--- config.mk ---
export PLATFORM = sky130hd
export DESIGN_NAME = armedWatchdog
export DESIGN_NICKNAME = d
export VERILOG_FILES = /design/src/rtl/wdPkg.sv /design/src/rtl/wdCtrl.sv /design/src/rtl/wdDatapath.sv /design/src/rtl/armedWatchdog.sv
export SDC_FILE = /design/constraint.sdc
export NUM_CORES = 1
export LEC_CHECK = 0
export ABC_CLOCK_PERIOD_IN_PS = 2050
export CAP_MARGIN = 20
export CORE_MARGIN = 2
export CORE_UTILIZATION = 59
export CTS_BUF_LIST = sky130_fd_sc_hd__clkbuf_16
export DETAILED_ROUTE_END_ITERATION = 10
export DONT_BUFFER_PORTS = 1
export PLACE_DENSITY_LB_ADDON = 0.1
export SYNTH_ARGS = -nofsm -noshare
export SYNTH_HDL_FRONTEND = slang
export SYNTH_SLANG_ARGS = --single-unit
--- constraint.sdc ---
create_clock -name clk -period 2.05 [get_ports clk]
set_input_delay 0.1025 -clock clk [delete_from_list [all_inputs] [get_ports clk]]
set_output_delay 0.1025 -clock clk [all_outputs]
set_load 0.05 [all_outputs]
--- src/rtl/wdPkg.sv ---
package wdPkg;
  localparam int REG_W   = 8;
  localparam int PRE_W   = 4;
  localparam int ARM_BIT = 7;
  localparam int PRE_HI  = 6;
  localparam int PRE_LO  = 3;
  localparam int POL_BIT = 2;
  localparam int RSV_BIT = 1;
  localparam int LD_BIT  = 0;

  typedef struct packed {
    logic             doLoad;
    logic [PRE_W-1:0] preset;
    logic             clrIrq;
  } wdStrobe_t;
endpackage

--- src/rtl/wdCtrl.sv ---
module wdCtrl
  import wdPkg::*;
(
  input  logic             clk,
  input  logic             rstN,
  input  logic             wrEn,
  input  logic [REG_W-1:0] wrData,
  input  logic             irqClr,
  output logic [REG_W-1:0] rdData,
  output wdStrobe_t        strobe
);
  localparam logic [REG_W-1:0] RSV_MASK = REG_W'(1) << RSV_BIT;

  logic [REG_W-1:0] ctlReg;
  logic             armed;
  logic             armRise;
  logic             ldRise;
  logic             validLoad;

  // edges: compare the new value with the stored value of the same bit
  assign armRise   = wrEn & wrData[ARM_BIT] & ~ctlReg[ARM_BIT];
  assign ldRise    = wrEn & wrData[LD_BIT] & ~ctlReg[LD_BIT];
  // arming must come from an earlier write: use the state before this one
  assign validLoad = ldRise & armed;

  always_ff @(posedge clk) begin
    if (!rstN) begin
      ctlReg <= '0;
      armed  <= 1'b0;
    end else begin
      if (wrEn) ctlReg <= wrData & ~RSV_MASK;
      if (validLoad)    armed <= 1'b0;
      else if (armRise) armed <= 1'b1;
    end
  end

  always_comb begin
    strobe.doLoad = validLoad;
    strobe.preset = wrData[PRE_HI:PRE_LO];
    strobe.clrIrq = irqClr;
  end

  assign rdData = ctlReg;
endmodule

--- src/rtl/wdDatapath.sv ---
module wdDatapath
  import wdPkg::*;
#(
  parameter int CNT_W = 8
) (
  input  logic             clk,
  input  logic             rstN,
  input  logic             tick,
  input  wdStrobe_t        strobe,
  output logic [CNT_W-1:0] cnt,
  output logic             running,
  output logic             irq,
  output logic             wdReset
);
  localparam int LOW_W = CNT_W - PRE_W;

  logic tickHit;
  logic nearEnd;
  logic atEnd;

  assign tickHit = running & tick & ~strobe.doLoad;
  assign nearEnd = (cnt == CNT_W'(2));
  assign atEnd   = (cnt == CNT_W'(1));

  always_ff @(posedge clk) begin
    if (!rstN) begin
      cnt     <= '0;
      running <= 1'b0;
      irq     <= 1'b0;
      wdReset <= 1'b0;
    end else begin
      wdReset <= tickHit & atEnd;
      if (strobe.doLoad) begin
        cnt     <= {strobe.preset, {LOW_W{1'b1}}};
        running <= 1'b1;
      end else if (tickHit) begin
        if (atEnd) begin
          cnt     <= '0;
          running <= 1'b0;
        end else begin
          cnt <= cnt - CNT_W'(1);
        end
      end
      // set wins over any clear in the same cycle
      if (tickHit & nearEnd)                  irq <= 1'b1;
      else if (strobe.doLoad | strobe.clrIrq) irq <= 1'b0;
    end
  end
endmodule

--- src/rtl/armedWatchdog.sv ---
module armedWatchdog
  import wdPkg::*;
#(
  parameter int CNT_W = 8
) (
  input  logic             clk,
  input  logic             rstN,
  input  logic             wrEn,
  input  logic [REG_W-1:0] wrData,
  output logic [REG_W-1:0] rdData,
  input  logic             tick,
  input  logic             irqClr,
  output logic             irq,
  output logic             wdReset
);
  wdStrobe_t        strobe;
  logic [CNT_W-1:0] cnt;
  logic             running;

  wdCtrl uCtrl (
    .clk    (clk),
    .rstN   (rstN),
    .wrEn   (wrEn),
    .wrData (wrData),
    .irqClr (irqClr),
    .rdData (rdData),
    .strobe (strobe)
  );

  wdDatapath #(.CNT_W(CNT_W)) uDp (
    .clk     (clk),
    .rstN    (rstN),
    .tick    (tick),
    .strobe  (strobe),
    .cnt     (cnt),
    .running (running),
    .irq     (irq),
    .wdReset (wdReset)
  );
endmodule

======== After elaboration in Yosys (flattened, before gate mapping) ========
Cells that the tools add are included.
word-level totals
  input port bits ......................... 13
  word-level logic and storage cells ...... 36
  output and inout port bits .............. 10
  bits in registers ....................... 19
cells by class
  equal/unequal tests ..................... 2
  mux-type cells .......................... 8
  reduce and logical (&&, ||, !) cells .... 5
  add/sub/neg operators ................... 1
  bitwise logic cells ..................... 14
operators with widths
  operator                                                             count
  8-bit 2-to-1 mux                                                     3
  1-bit AND                                                            9
  8-bit by 1-bit == test with 1-bit output (second input constant)     1
  8-bit by 2-bit == test with 1-bit output (second input constant)     1
  8-bit by 1-bit subtractor with 8-bit output (second input constant)  1
  2-bit nonzero test                                                   3
  1-bit 2-to-1 mux                                                     5
  1-bit inverter                                                       4
  2-bit AND reduction                                                  1
  2-bit OR reduction                                                   1
  1-bit bitwise OR                                                     1

======== Depth between registers and ports, before layout ========
Gate-level depths: netlist (run 1).
  word-level depth ........................ 7
  depth in mapped cells ................... 6

======== Cells and area by module ========
Synthesis (run 1) repeated with hierarchy kept, for this count alone.
unflattened totals
  cell total of the unflattened synthesis .. 104
  area total of the unflattened synthesis .. 960.9 µm²
by module, submodules not included
  module      area an instance (µm²)  sequential area each (µm²)  times used  cells an instance
  wdDatapath  595.6                   220.2                       1           68
  wdCtrl      365.4                   160.2                       1           36

======== Worst setup path before layout (run 1) ========
No wires, ideal clock.
  path type ............................... reg2reg
  start point ............................. reg uCtrl.ctlReg[0] (netlist: uCtrl.rdData[0])
  end point ............................... reg uDp.cnt[7]
  buffers on the path ..................... 0
  period minus slack after synthesis ...... 1.657 ns
  library setup time ...................... 0.070 ns
  data arrival time ....................... 1.587 ns
  stages on the path, launching flop included .. 5
  slack ................................... 0.393 ns
  path through ............................ dfxtp_1 nand4b_1 nand2_1 or3_2 o2bb2ai_1
on the way
  word-level cells in the longest chain between the ends .. 6
  elaborated cells on any way between the ends .. 7
  those cells by class .................... mux: 1; bitwise: 5; reduce/logical: 1
ends and longest elaborated chain
  what                          line              RTL
  from (decl)                   wdCtrl.sv:14      logic [REG_W-1:0] ctlReg;
  from (signal assigned)        wdCtrl.sv:31      if (wrEn) ctlReg <= wrData & ~RSV_MASK;
  1-bit inverter (*)            wdCtrl.sv:22      assign ldRise = wrEn & wrData[LD_BIT] & ~ctlReg[LD_BIT];
  1-bit AND (*)                 wdCtrl.sv:22
  1-bit AND (*)                 wdCtrl.sv:24      assign validLoad = ldRise & armed;
  1-bit inverter                wdDatapath.sv:21  assign tickHit = running & tick & ~strobe.doLoad;
  1-bit AND                     wdDatapath.sv:21
  2-bit nonzero test (no line)  -
  to (signal assigned)          wdDatapath.sv:34  cnt <= {strobe.preset, {LOW_W{1'b1}}};
  to (signal assigned)          wdDatapath.sv:41  cnt <= cnt - CNT_W'(1);
  to (decl)                     wdDatapath.sv:10  output logic [CNT_W-1:0] cnt,
Every way passes the cells marked *; elsewhere a longest branch is shown, timed or not.
A chain may end at the register's enable or synchronous reset.

======== Final worst setup path (run 1) ========
  start point ............................. reg uDp.cnt[0]
  end point ............................... reg uDp.cnt[4]
on the way
  word-level cells in the longest chain between the ends .. 4
  elaborated cells on any way between the ends .. 5
  those cells by class .................... add/sub: 1; eq/ne: 1; mux: 3
ends and longest elaborated chain
  what                                                                                                     line                                RTL
  8-bit by 1-bit subtractor with 8-bit output or 8-bit by 1-bit == test with 1-bit output (tied branches)  wdDatapath.sv:41, wdDatapath.sv:23
  8-bit 2-to-1 mux (*)                                                                                     wdDatapath.sv:37                    if (atEnd) begin
  8-bit 2-to-1 mux (*)                                                                                     wdDatapath.sv:36                    end else if (tickHit) begin
  8-bit 2-to-1 mux (*)                                                                                     wdDatapath.sv:33                    if (strobe.doLoad) begin
Every way passes the cells marked *; elsewhere a longest branch is shown, timed or not. The select of a mux whose other input is x is not followed.

==> results of run 1 <==
==> cells in the final DEF, fill, tap and decap left out, drive strengths merged, types with 3 or more instances in the layout <==
master and instances:
a21oi 11, clkbuf 3, dfxtp 19, ha 3, inv 6, mux2i 7
nand2 9, nand3 4, nor2 11, o2bb2ai 3, or3 6, xnor2 3
==> sequential cells by signal, summed over array words and instances (netlist names) <==
| name | flops |
|---|---|
| uDp.cnt | 8 |
| uDp.wdReset | 1 |
| uDp.irq | 1 |
| uCtrl.rdData | 7 |
| uCtrl.armed | 1 |
| uDp.running | 1 |
==> metal layers <==
metal | track usage [%] | wire, µm | vias up
li1 | - | - | 358
met1 | 27.8 | 764 | 328
met2 | 35.5 | 864 | 23
met3 | 9.79 | 120 | 9
met4 | 18.8 | 89 | 0
met5 | 0 | 0 | -
==> area by class of cell <==
cell class              instances  area share, %
inverters                       6           2.23
well taps                      16           1.98
clock buffers                   3           7.43
flip-flops and latches         19           37.7
repair buffers                  3           2.73
clock inverters                 1          0.496
multi-input cells              72           47.5
==> power by group <==
group | switching [mW] | internal [mW] | total, mW
clock network | 0.137 | 0.261 | 0.399
logic | 0.0500 | 0.0454 | 0.0955
registers | 0.0405 | 0.387 | 0.427
==> stage by stage <==
stage | setup slack (ps) | hold WS, ps | cells | utilization [%] | power (mW)
after detailed placement | 267 | 226 | 114 | 61.8 | 0.525
after CTS | 246 | 1.12 | 120 | 68.6 | 0.928
final | 250 | -0.617 | 120 | 68.6 | 0.922
after global placement | 298 | 222 | 114 | 61.8 | 0.522
after floorplan | 393 | 219 | 102 | - | 0.515
after global routing | 67.0 | 9.23 | 120 | 68.6 | 0.956
==> worst min-delay path by stage <==
stage | end | cells past startpoint | slack, ps | startpoint
after floorplan | uDp.cnt[5]$_SDFFE_PN0P_ | 1 | 220 | rstN
after global placement | uDp.cnt[6]$_SDFFE_PN0P_ | 1 | 220 | rstN
after detailed placement | uDp.cnt[7]$_SDFFE_PN0P_ | 1 | 230 | rstN
after CTS | uCtrl.rdData[5]$_SDFFE_PN0P_ | 2 | 1 | wrData[5]
after global routing | uCtrl.rdData[6]$_SDFFE_PN0P_ | 2 | 9 | wrEn
final | uCtrl.rdData[0]$_SDFFE_PN0P_ | 2 | -0.6 | wrData[0]
==> kinds of logic after synthesis <==
logic type	after synthesis	share of synthesized area, %
AOI/OAI and AO/OA	19	12.8
DFF	19	42.0
and+or+nand+nor	39	24.9
adders and majority gates	3	4.14
xor gates and xnor gates	3	2.90
buffers and inverters	11	5.11
other	1	0.414
muxes	7	7.74
==> impl_metrics.py, run 1 <==
metrics = {
    "logic_synthesis": {
        "synthArstFlopShare_pct": 0,
        "syn_inst": 102,
        "syn_area_per_cell_um2": 8.88,
        "synth_edf_count": 0,
        "ys.warnings.count": 0,
        "ys_ff_latch": 19,
        "ys_seq_area_share_pct": 42.0,
        "ys_top_cells_by_area": "dfxtp_1 42%, mux2i_1 7.7%, a21oi_1 6.1%",
        "yosysUniqueCellTypes": 27,
        "synth.most_common_cell": "dfxtp_1",
        "synthDominantCellAreaShare_pct": 42.0,
        "syn_area_um2": 906,
        "synth_fp_nets": 118,
        "synth_top_flop_cell": "dfxtp_1",
        "yosysTopAreaCell": "dfxtp_1",
        "synth_top_cells_by_count": "19 x dfxtp_1, 11 x a21oi_1, 11 x nor2_1",
    },
    "floorplan": {
        "die_width_um": 43.2,
        "io_pins": 23,
        "dieArea_mm2": 0.00186,
        "rows": 14,
        "coreArea_mm2": 0.00147,
        "start_util_pct": 61.6,
        "fp.dieH_um": 43.2,
    },
    "cts": {
        "cts_root_buf": "clkbuf_16",
        "clk_latency_ps": 250,
        "cts_resized": 0,
        "hold_buffers": 2,
        "cts_made_buffers": 3,
        "htreeDepth": 1,
        "cts.sinks": 19,
        "tritoncts": "built",
        "cts_buffer_depth": 2,
        "path_clk_slew_ps": 50,
        "cts_setup_buffers": 0,
    },
    "power": {
        "leakage_nw": 0.415,
        "vdd_drop_max_mv": 0.680,
        "power.density_mw_per_mm2": 913,
    },
    "sta": {
        "fmax_ghz": 0.556,
        "hold_viol_final": 1,
        "max_slew_margin_pct": 64.4,
        "setup_viol": 0,
        "tightest_slew_ps": 534,
        "skew_ps": 1.90,
        "fin_tns_setup_ps": 0,
        "rsz0062_at_grt": "no",
        "worst_hold_slack_ps": -0.617,
        "period_share_pct": 87.8,
        "period_needed_ps": 1800,
        "slew_viol_final": 0,
    },
    "critical_path": {
        "crit_family": "simple AND/OR/NAND/NOR gates",
        "path_buf_inv": 1,
        "crit_path_frequent_cell": "or3_2",
        "critPathRequiredTime_ps": 2240,
        "reg2reg_slack_ps": 250,
        "cp_max_fo": 7,
        "r2r-start": "uDp.cnt[0]$_SDFFE_PN0P_",
        "arrival_ps": 1990,
        "path_depth": 6,
        "worstSetupEndpointType": "flip-flop",
        "slowest_stage": "or3_2",
        "crit_path_start": "uDp.cnt[0]$_SDFFE_PN0P_",
        "critPathKind": "flip-flop to flip-flop",
        "worstSetupStartpointType": "flip-flop",
        "cp_cell_sequence": "inv_1, ha_1, nand3_1, or3_2, or3_2, a21oi_1",
        "rr_worst_depth": 6,
        "endpoint": "uDp.cnt[4]$_SDFFE_PN0P_",
        "max_stage_delay_ps": 440,
        "rr_endpoint": "uDp.cnt[4]$_SDFFE_PN0P_",
    },
    "global_routing": {
        "grt_pass1_wl_mm": 3.15,
        "grt_max_degree": 13,
        "grt_antenna_before_repair": 0,
        "track_usage_pct": 24.3,
        "grt_overflow": 0,
        "grt_pass1_vias": 745,
    },
    "run": {
        "max_cap_violations": 0,
    },
    "route": {
        "dr.pass1.iters": 4,
        "remaining_drc_errors": 0,
        "drt-initial-drc-count": 13,
        "num_vias": 718,
        "post_drt_wl_per_cell_um": 15.3,
        "wl_mm": 1.84,
        "ant_nets": 0,
        "routed_via_density": 5.98,
    },
    "place": {
        "routabilityCongestion": 0.729,
        "place_hpwl_mm": 1.24,
        "io_buffers": 0,
        "dpl_cell_area_um2": 910,
    },
    "finish": {
        "register_area_um2": 380,
        "synthToLayoutAreaGrowth_pct": 11.5,
        "fillerInstances": 131,
        "num_antenna_cells": 0,
        "multi_input_area_um2": 479,
        "final_cell_area_mm2": 0.00101,
        "fin_nets": 121,
        "drive_above_1_share_pct": 13.5,
    },
    "outcome": {
        "status": "complete, but fails checks",
        "violations": "hold timing",
    },
    "worst_hold_path": {
        "hold_class": "primary input to flip-flop",
    },
}
Note: power is estimated with default switching activity, not from simulation.
==> run 2: changes to the inputs <==
ABC_CLOCK_PERIOD_IN_PS = 1750   (was 2050)
clock period = 1.75 ns   (was 2.05 ns; I/O delays follow)
==> run 2 against run 1 <==
Against the previous run:
- routed wire length grew 7.8%
- clock skew is essentially flat
- largest power group unchanged
- sequential share of layout area shrank 3.8 points
- total power grew 19%
- the flow still finishes with violations (hold timing)
- worst setup slack lost 190 ps
- highest routed layer unchanged
- via count grew 7.4%
==> impl_metrics.py, run 2 (synthesis results as in run 1) <==
metrics = {
    "outcome": {
        "status": "complete, but fails checks",
        "violations": "hold timing",
    },
    "floorplan": {
        "rows": 14,
        "die_width_um": 43.2,
        "coreArea_mm2": 0.00147,
        "io_pins": 23,
        "fp.dieH_um": 43.2,
        "dieArea_mm2": 0.00186,
        "start_util_pct": 61.6,
    },
    "cts": {
        "htreeDepth": 1,
        "cts.sinks": 19,
        "tritoncts": "built",
        "cts_root_buf": "clkbuf_16",
        "path_clk_slew_ps": 50,
        "cts_made_buffers": 3,
        "clk_latency_ps": 250,
        "cts_setup_buffers": 0,
        "cts_buffer_depth": 2,
    },
    "critical_path": {
        "arrival_ps": 1830,
        "critPathKind": "flip-flop to flip-flop",
        "worstSetupStartpointType": "flip-flop",
        "cp_max_fo": 7,
        "critPathRequiredTime_ps": 1890,
        "worstSetupEndpointType": "flip-flop",
    },
    "sta": {
        "setup_viol": 0,
        "slew_viol_final": 0,
        "hold_viol_final": 2,
        "period_share_pct": 96.5,
        "fin_tns_setup_ps": 0,
        "fmax_ghz": 0.592,
        "worst_hold_slack_ps": -1.98,
        "tightest_slew_ps": 516,
        "max_slew_margin_pct": 65.6,
        "rsz0062_at_grt": "no",
        "skew_ps": 2.03,
        "period_needed_ps": 1690,
        "setup_ws_ps": 61.6,
    },
    "route": {
        "wl_mm": 1.98,
        "remaining_drc_errors": 0,
        "num_vias": 771,
        "ant_nets": 0,
        "routed_via_density": 5.80,
        "dr.pass1.iters": 4,
        "post_drt_wl_per_cell_um": 14.9,
        "drt-initial-drc-count": 17,
    },
    "place": {
        "place_inst": 123,
        "place_hpwl_mm": 1.31,
        "routabilityCongestion": 0.789,
        "dp_slack_ps": 50.0,
        "io_buffers": 0,
    },
    "global_routing": {
        "grt_pass1_wl_mm": 3.29,
        "grt_max_degree": 13,
        "grt_antenna_before_repair": 0,
        "track_usage_pct": 23.7,
        "grt_overflow": 0,
        "grt_pass1_vias": 798,
    },
    "finish": {
        "fin_nets": 134,
        "num_antenna_cells": 0,
        "final_common_cell": "dfxtp_1",
        "drive_above_1_share_pct": 20.5,
        "fin_util_pct": 76.4,
        "synthToLayoutAreaGrowth_pct": 24.0,
        "final_cells": 133,
        "largest_reg_flops": 8,
        "regMostFlops": "uDp.cnt",
        "final_cell_mix": "19 x dfxtp_1, 11 x nor2_1, 11 x a21oi_1",
        "fillerInstances": 111,
    },
    "worst_hold_path": {
        "hold_class": "primary input to flip-flop",
    },
    "run": {
        "max_cap_violations": 0,
    },
    "power": {
        "vdd_drop_max_mv": 0.629,
        "leakage_nw": 0.479,
        "power.density_mw_per_mm2": 975,
    },
}
-- run 2: critical path, cell delays in order, from the launching register on --
cell,delay [ps]
dfxtp_1,320
or4_4,580
nor4b_4,380
or3_2,230
o2bb2ai_1,70
-- run 2: metrics by stage --
stage / instance area, µm² / hold slack (ps) / total power [mW]
global route: 1120 / 2.69 / 1.13
detailed placement: 977 / 212 / 0.630
floorplan: 906 / 204 / 0.603
finish: 1120 / -1.98 / 1.10
global placement: 977 / 207 / 0.625
CTS: 1110 / 0.429 / 1.10
-- run 2: area by class of cell --
cell class	count	area, µm²	share of cell area [%]
clock buffer	3	75.1	6.68
clock inverter	1	5.00	0.445
inverter	6	22.5	2.00
multi-input combinational	72	485	43.2
sequential	19	380	33.9
tap	16	20.0	1.78
timing repair buffer	16	135	12.0
-- run 2: path summary, 6_finish.rpt --
kind         cells past startpoint                            to  slack [ps]                      from
max reg2reg                      4       uDp.cnt[7]$_SDFFE_PN0P_          60   uDp.cnt[2]$_SDFFE_PN0P_
min                              2  uCtrl.rdData[0]$_SDFFE_PN0P_          -2                      wrEn
min reg2reg                      2      uCtrl.armed$_SDFFE_PP0P_         500  uCtrl.armed$_SDFFE_PP0P_
max                              4       uDp.cnt[7]$_SDFFE_PN0P_          60   uDp.cnt[2]$_SDFFE_PN0P_
-- run 2: power by group --
group / internal (mW) / leakage, nW / total, mW / switching (mW)
sequential: 0.453 / 0.155 / 0.480 / 0.0274
combinational: 0.0709 / 0.283 / 0.158 / 0.0870
clock: 0.306 / 0.0409 / 0.457 / 0.151
total: 0.830 / 0.479 / 1.10 / 0.266
-- run 2: what timing repair did --
item                       CTS  global route
setup endpoints to repair    0             7
hold buffers                 5             1
gates resized for setup      0             2
hold endpoints to repair     8             1
-- run 2: routing by layer --
layer | part of all wire (%) | track usage (%) | routed length, µm | up-vias
li1 | - | - | - | 384
met1 | 41 | 27.9 | 819 | 352
met2 | 53 | 41.2 | 1040 | 29
met3 | 4.7 | 4.26 | 94 | 6
met4 | 1.3 | 10.9 | 26 | 0
met5 | 0 | 0 | 0 | -
==> run 3: changes to the inputs <==
ABC_CLOCK_PERIOD_IN_PS = 1810   (was 1750)
CORE_UTILIZATION = 60   (was 59)
CTS_BUF_LIST = sky130_fd_sc_hd__clkbuf_4 sky130_fd_sc_hd__clkbuf_8   (was sky130_fd_sc_hd__clkbuf_16)
clock period = 1.81 ns   (was 1.75 ns; I/O delays follow)
==> run 3 against run 2 <==
Against the previous run:
- the flow now finishes without violations
- register-to-register slack is essentially flat
- hold slack improved by 53 ps
- combinational power fell by 5%
- clock skew about the same
- largest power group unchanged
==> impl_metrics.py, run 3 (synthesis results as in run 1) <==
metrics = {
    "finish": {
        "drive_above_1_share_pct": 17.9,
        "largest_reg_flops": 8,
        "final_common_cell": "dfxtp_1",
        "fin_nets": 134,
        "num_antenna_cells": 0,
        "regMostFlops": "uDp.cnt",
        "multi_input_area_um2": 500,
        "synthToLayoutAreaGrowth_pct": 21.5,
        "fin_util_pct": 75.7,
        "final_cell_area_mm2": 0.00110,
        "register_area_um2": 380,
        "fillerInstances": 110,
        "final_cell_mix": "19 x dfxtp_1, 11 x nor2_1, 11 x dlygate4sd3_1",
    },
    "floorplan": {
        "fp.dieH_um": 42.9,
        "rows": 14,
        "start_util_pct": 62.3,
        "die_width_um": 42.9,
        "coreArea_mm2": 0.00145,
        "dieArea_mm2": 0.00184,
        "io_pins": 23,
    },
    "sta": {
        "worst_hold_slack_ps": 51.5,
        "slew_viol_final": 0,
        "fin_tns_setup_ps": 0,
        "skew_ps": 1.92,
        "tightest_slew_ps": 516,
        "hold_viol_final": 0,
        "period_needed_ps": 1750,
        "fmax_ghz": 0.570,
        "max_slew_margin_pct": 65.5,
        "setup_viol": 0,
        "period_share_pct": 96.9,
    },
    "outcome": {
        "status": "completed",
    },
    "cts": {
        "cts.sinks": 19,
        "htreeDepth": 1,
        "cts_made_buffers": 3,
        "cts_buffer_depth": 2,
        "clk_latency_ps": 300,
        "cts_setup_buffers": 0,
        "cts_root_buf": "clkbuf_4",
        "path_clk_slew_ps": 110,
        "tritoncts": "built",
    },
    "route": {
        "routed_via_density": 5.77,
        "top_layer": "met4",
        "post_drt_wl_per_cell_um": 14.9,
        "num_vias": 768,
        "wl_mm": 1.98,
        "wl_met3_um": 66,
        "dr.pass1.iters": 4,
        "wl_met1_um": 880,
        "remaining_drc_errors": 0,
        "ant_nets": 0,
        "wl_met2_um": 986,
        "drt-initial-drc-count": 12,
    },
    "critical_path": {
        "critPathRequiredTime_ps": 2050,
        "rr_worst_depth": 6,
        "crit_path_frequent_cell": "or3_2",
        "worstSetupEndpointType": "flip-flop",
        "r2r-start": "uDp.cnt[1]$_SDFFE_PN0P_",
        "path_buf_inv": 1,
        "worstSetupStartpointType": "flip-flop",
        "crit_family": "simple AND/OR/NAND/NOR gates",
        "slowest_stage": "or3_2",
        "critPathKind": "flip-flop to flip-flop",
        "reg2reg_slack_ps": 60,
        "max_stage_delay_ps": 450,
        "cp_cell_sequence": "inv_1, ha_4, nand3_2, or3_2, or3_2, a21oi_2",
        "cp_max_fo": 3,
        "arrival_ps": 2000,
        "rr_endpoint": "uDp.cnt[4]$_SDFFE_PN0P_",
    },
    "place": {
        "routabilityCongestion": 0.773,
        "dpl_cell_area_um2": 940,
        "io_buffers": 0,
        "place_hpwl_mm": 1.28,
    },
    "global_routing": {
        "grt_overflow": 0,
        "grt_max_degree": 13,
        "grt_pass1_vias": 805,
        "grt_antenna_before_repair": 0,
        "grt_pass1_wl_mm": 3.34,
        "track_usage_pct": 24.4,
    },
    "worst_hold_path": {
        "min_to": "uDp.cnt[2]$_SDFFE_PN0P_",
        "min_delay_path_depth": 3,
        "hold_class": "primary input to flip-flop",
        "hp-start": "tick",
    },
    "power": {
        "vdd_drop_max_mv": 0.572,
        "power.density_mw_per_mm2": 778,
        "leakage_nw": 0.453,
    },
    "run": {
        "max_cap_violations": 0,
    },
}
run 3: changes by cell type in the layout (fill, tap and decap cells not counted), sizes merged:
cell         before  now
buf              10    5
clkbuf            3    4
clkinv            1    0
dlygate4sd3       6   11
run 3: worst max-delay path by stage:
stage / from / to / slack, ps / cells after the start
after floorplan: uCtrl.rdData[0]$_SDFFE_PN0P_ / uDp.cnt[7]$_SDFFE_PN0P_ / 150 / 4
after global placement: uDp.cnt[3]$_SDFFE_PN0P_ / uDp.cnt[5]$_SDFFE_PN0P_ / 100 / 4
after detailed placement: uDp.cnt[0]$_SDFFE_PN0P_ / uDp.cnt[4]$_SDFFE_PN0P_ / 70 / 6
after CTS: uDp.cnt[0]$_SDFFE_PN0P_ / uDp.cnt[4]$_SDFFE_PN0P_ / 40 / 6
after global routing: uDp.cnt[1]$_SDFFE_PN0P_ / uDp.cnt[4]$_SDFFE_PN0P_ / -20 / 6
final: uDp.cnt[1]$_SDFFE_PN0P_ / uDp.cnt[4]$_SDFFE_PN0P_ / 60 / 6
run 3: through the flow:
| step | setup WS [ps] | std cells | power [mW] |
|---|---|---|---|
| CTS | 41.2 | 133 | 0.860 |
| floorplan | 153 | 102 | 0.583 |
| global route | -23.6 | 133 | 0.894 |
| global placement | 101 | 118 | 0.598 |
| finish | 56.7 | 133 | 0.856 |
| detailed placement | 68.3 | 118 | 0.602 |
run 3: layer usage:
metal	global-route usage, %	vias to the layer above
met5	0	-
met4	15.0	0
met3	2.98	6
met2	38.8	16
met1	31.2	359
li1	-	387
run 3: power breakdown:
| group | internal (mW) | switching, mW | leakage [nW] | total (mW) |
|---|---|---|---|---|
| clock | 0.101 | 0.130 | 0.0184 | 0.231 |
| sequential | 0.437 | 0.0374 | 0.155 | 0.474 |
| combinational | 0.0716 | 0.0789 | 0.280 | 0.150 |
| total | 0.610 | 0.247 | 0.453 | 0.856 |
run 3: area by class of cell:
| type | count | share of cell area, % |
|---|---|---|
| repair buffers | 16 | 13.4 |
| flip-flops and latches | 19 | 34.5 |
| clock buffers | 4 | 2.73 |
| multi-input cells | 72 | 45.5 |
| well taps | 16 | 1.82 |
| inverters | 6 | 2.05 |
run 3: tightest hold or removal path, stage by stage:
cell and delay (ps):
nand3_2 70, or3_2 100, a21oi_1 50
run 3: repair_timing:
action,in CTS,in global routing
gates resized for setup,0,4
hold endpoints to repair,15,0
endpoints found under the setup margin,0,8
hold buffers,11,0
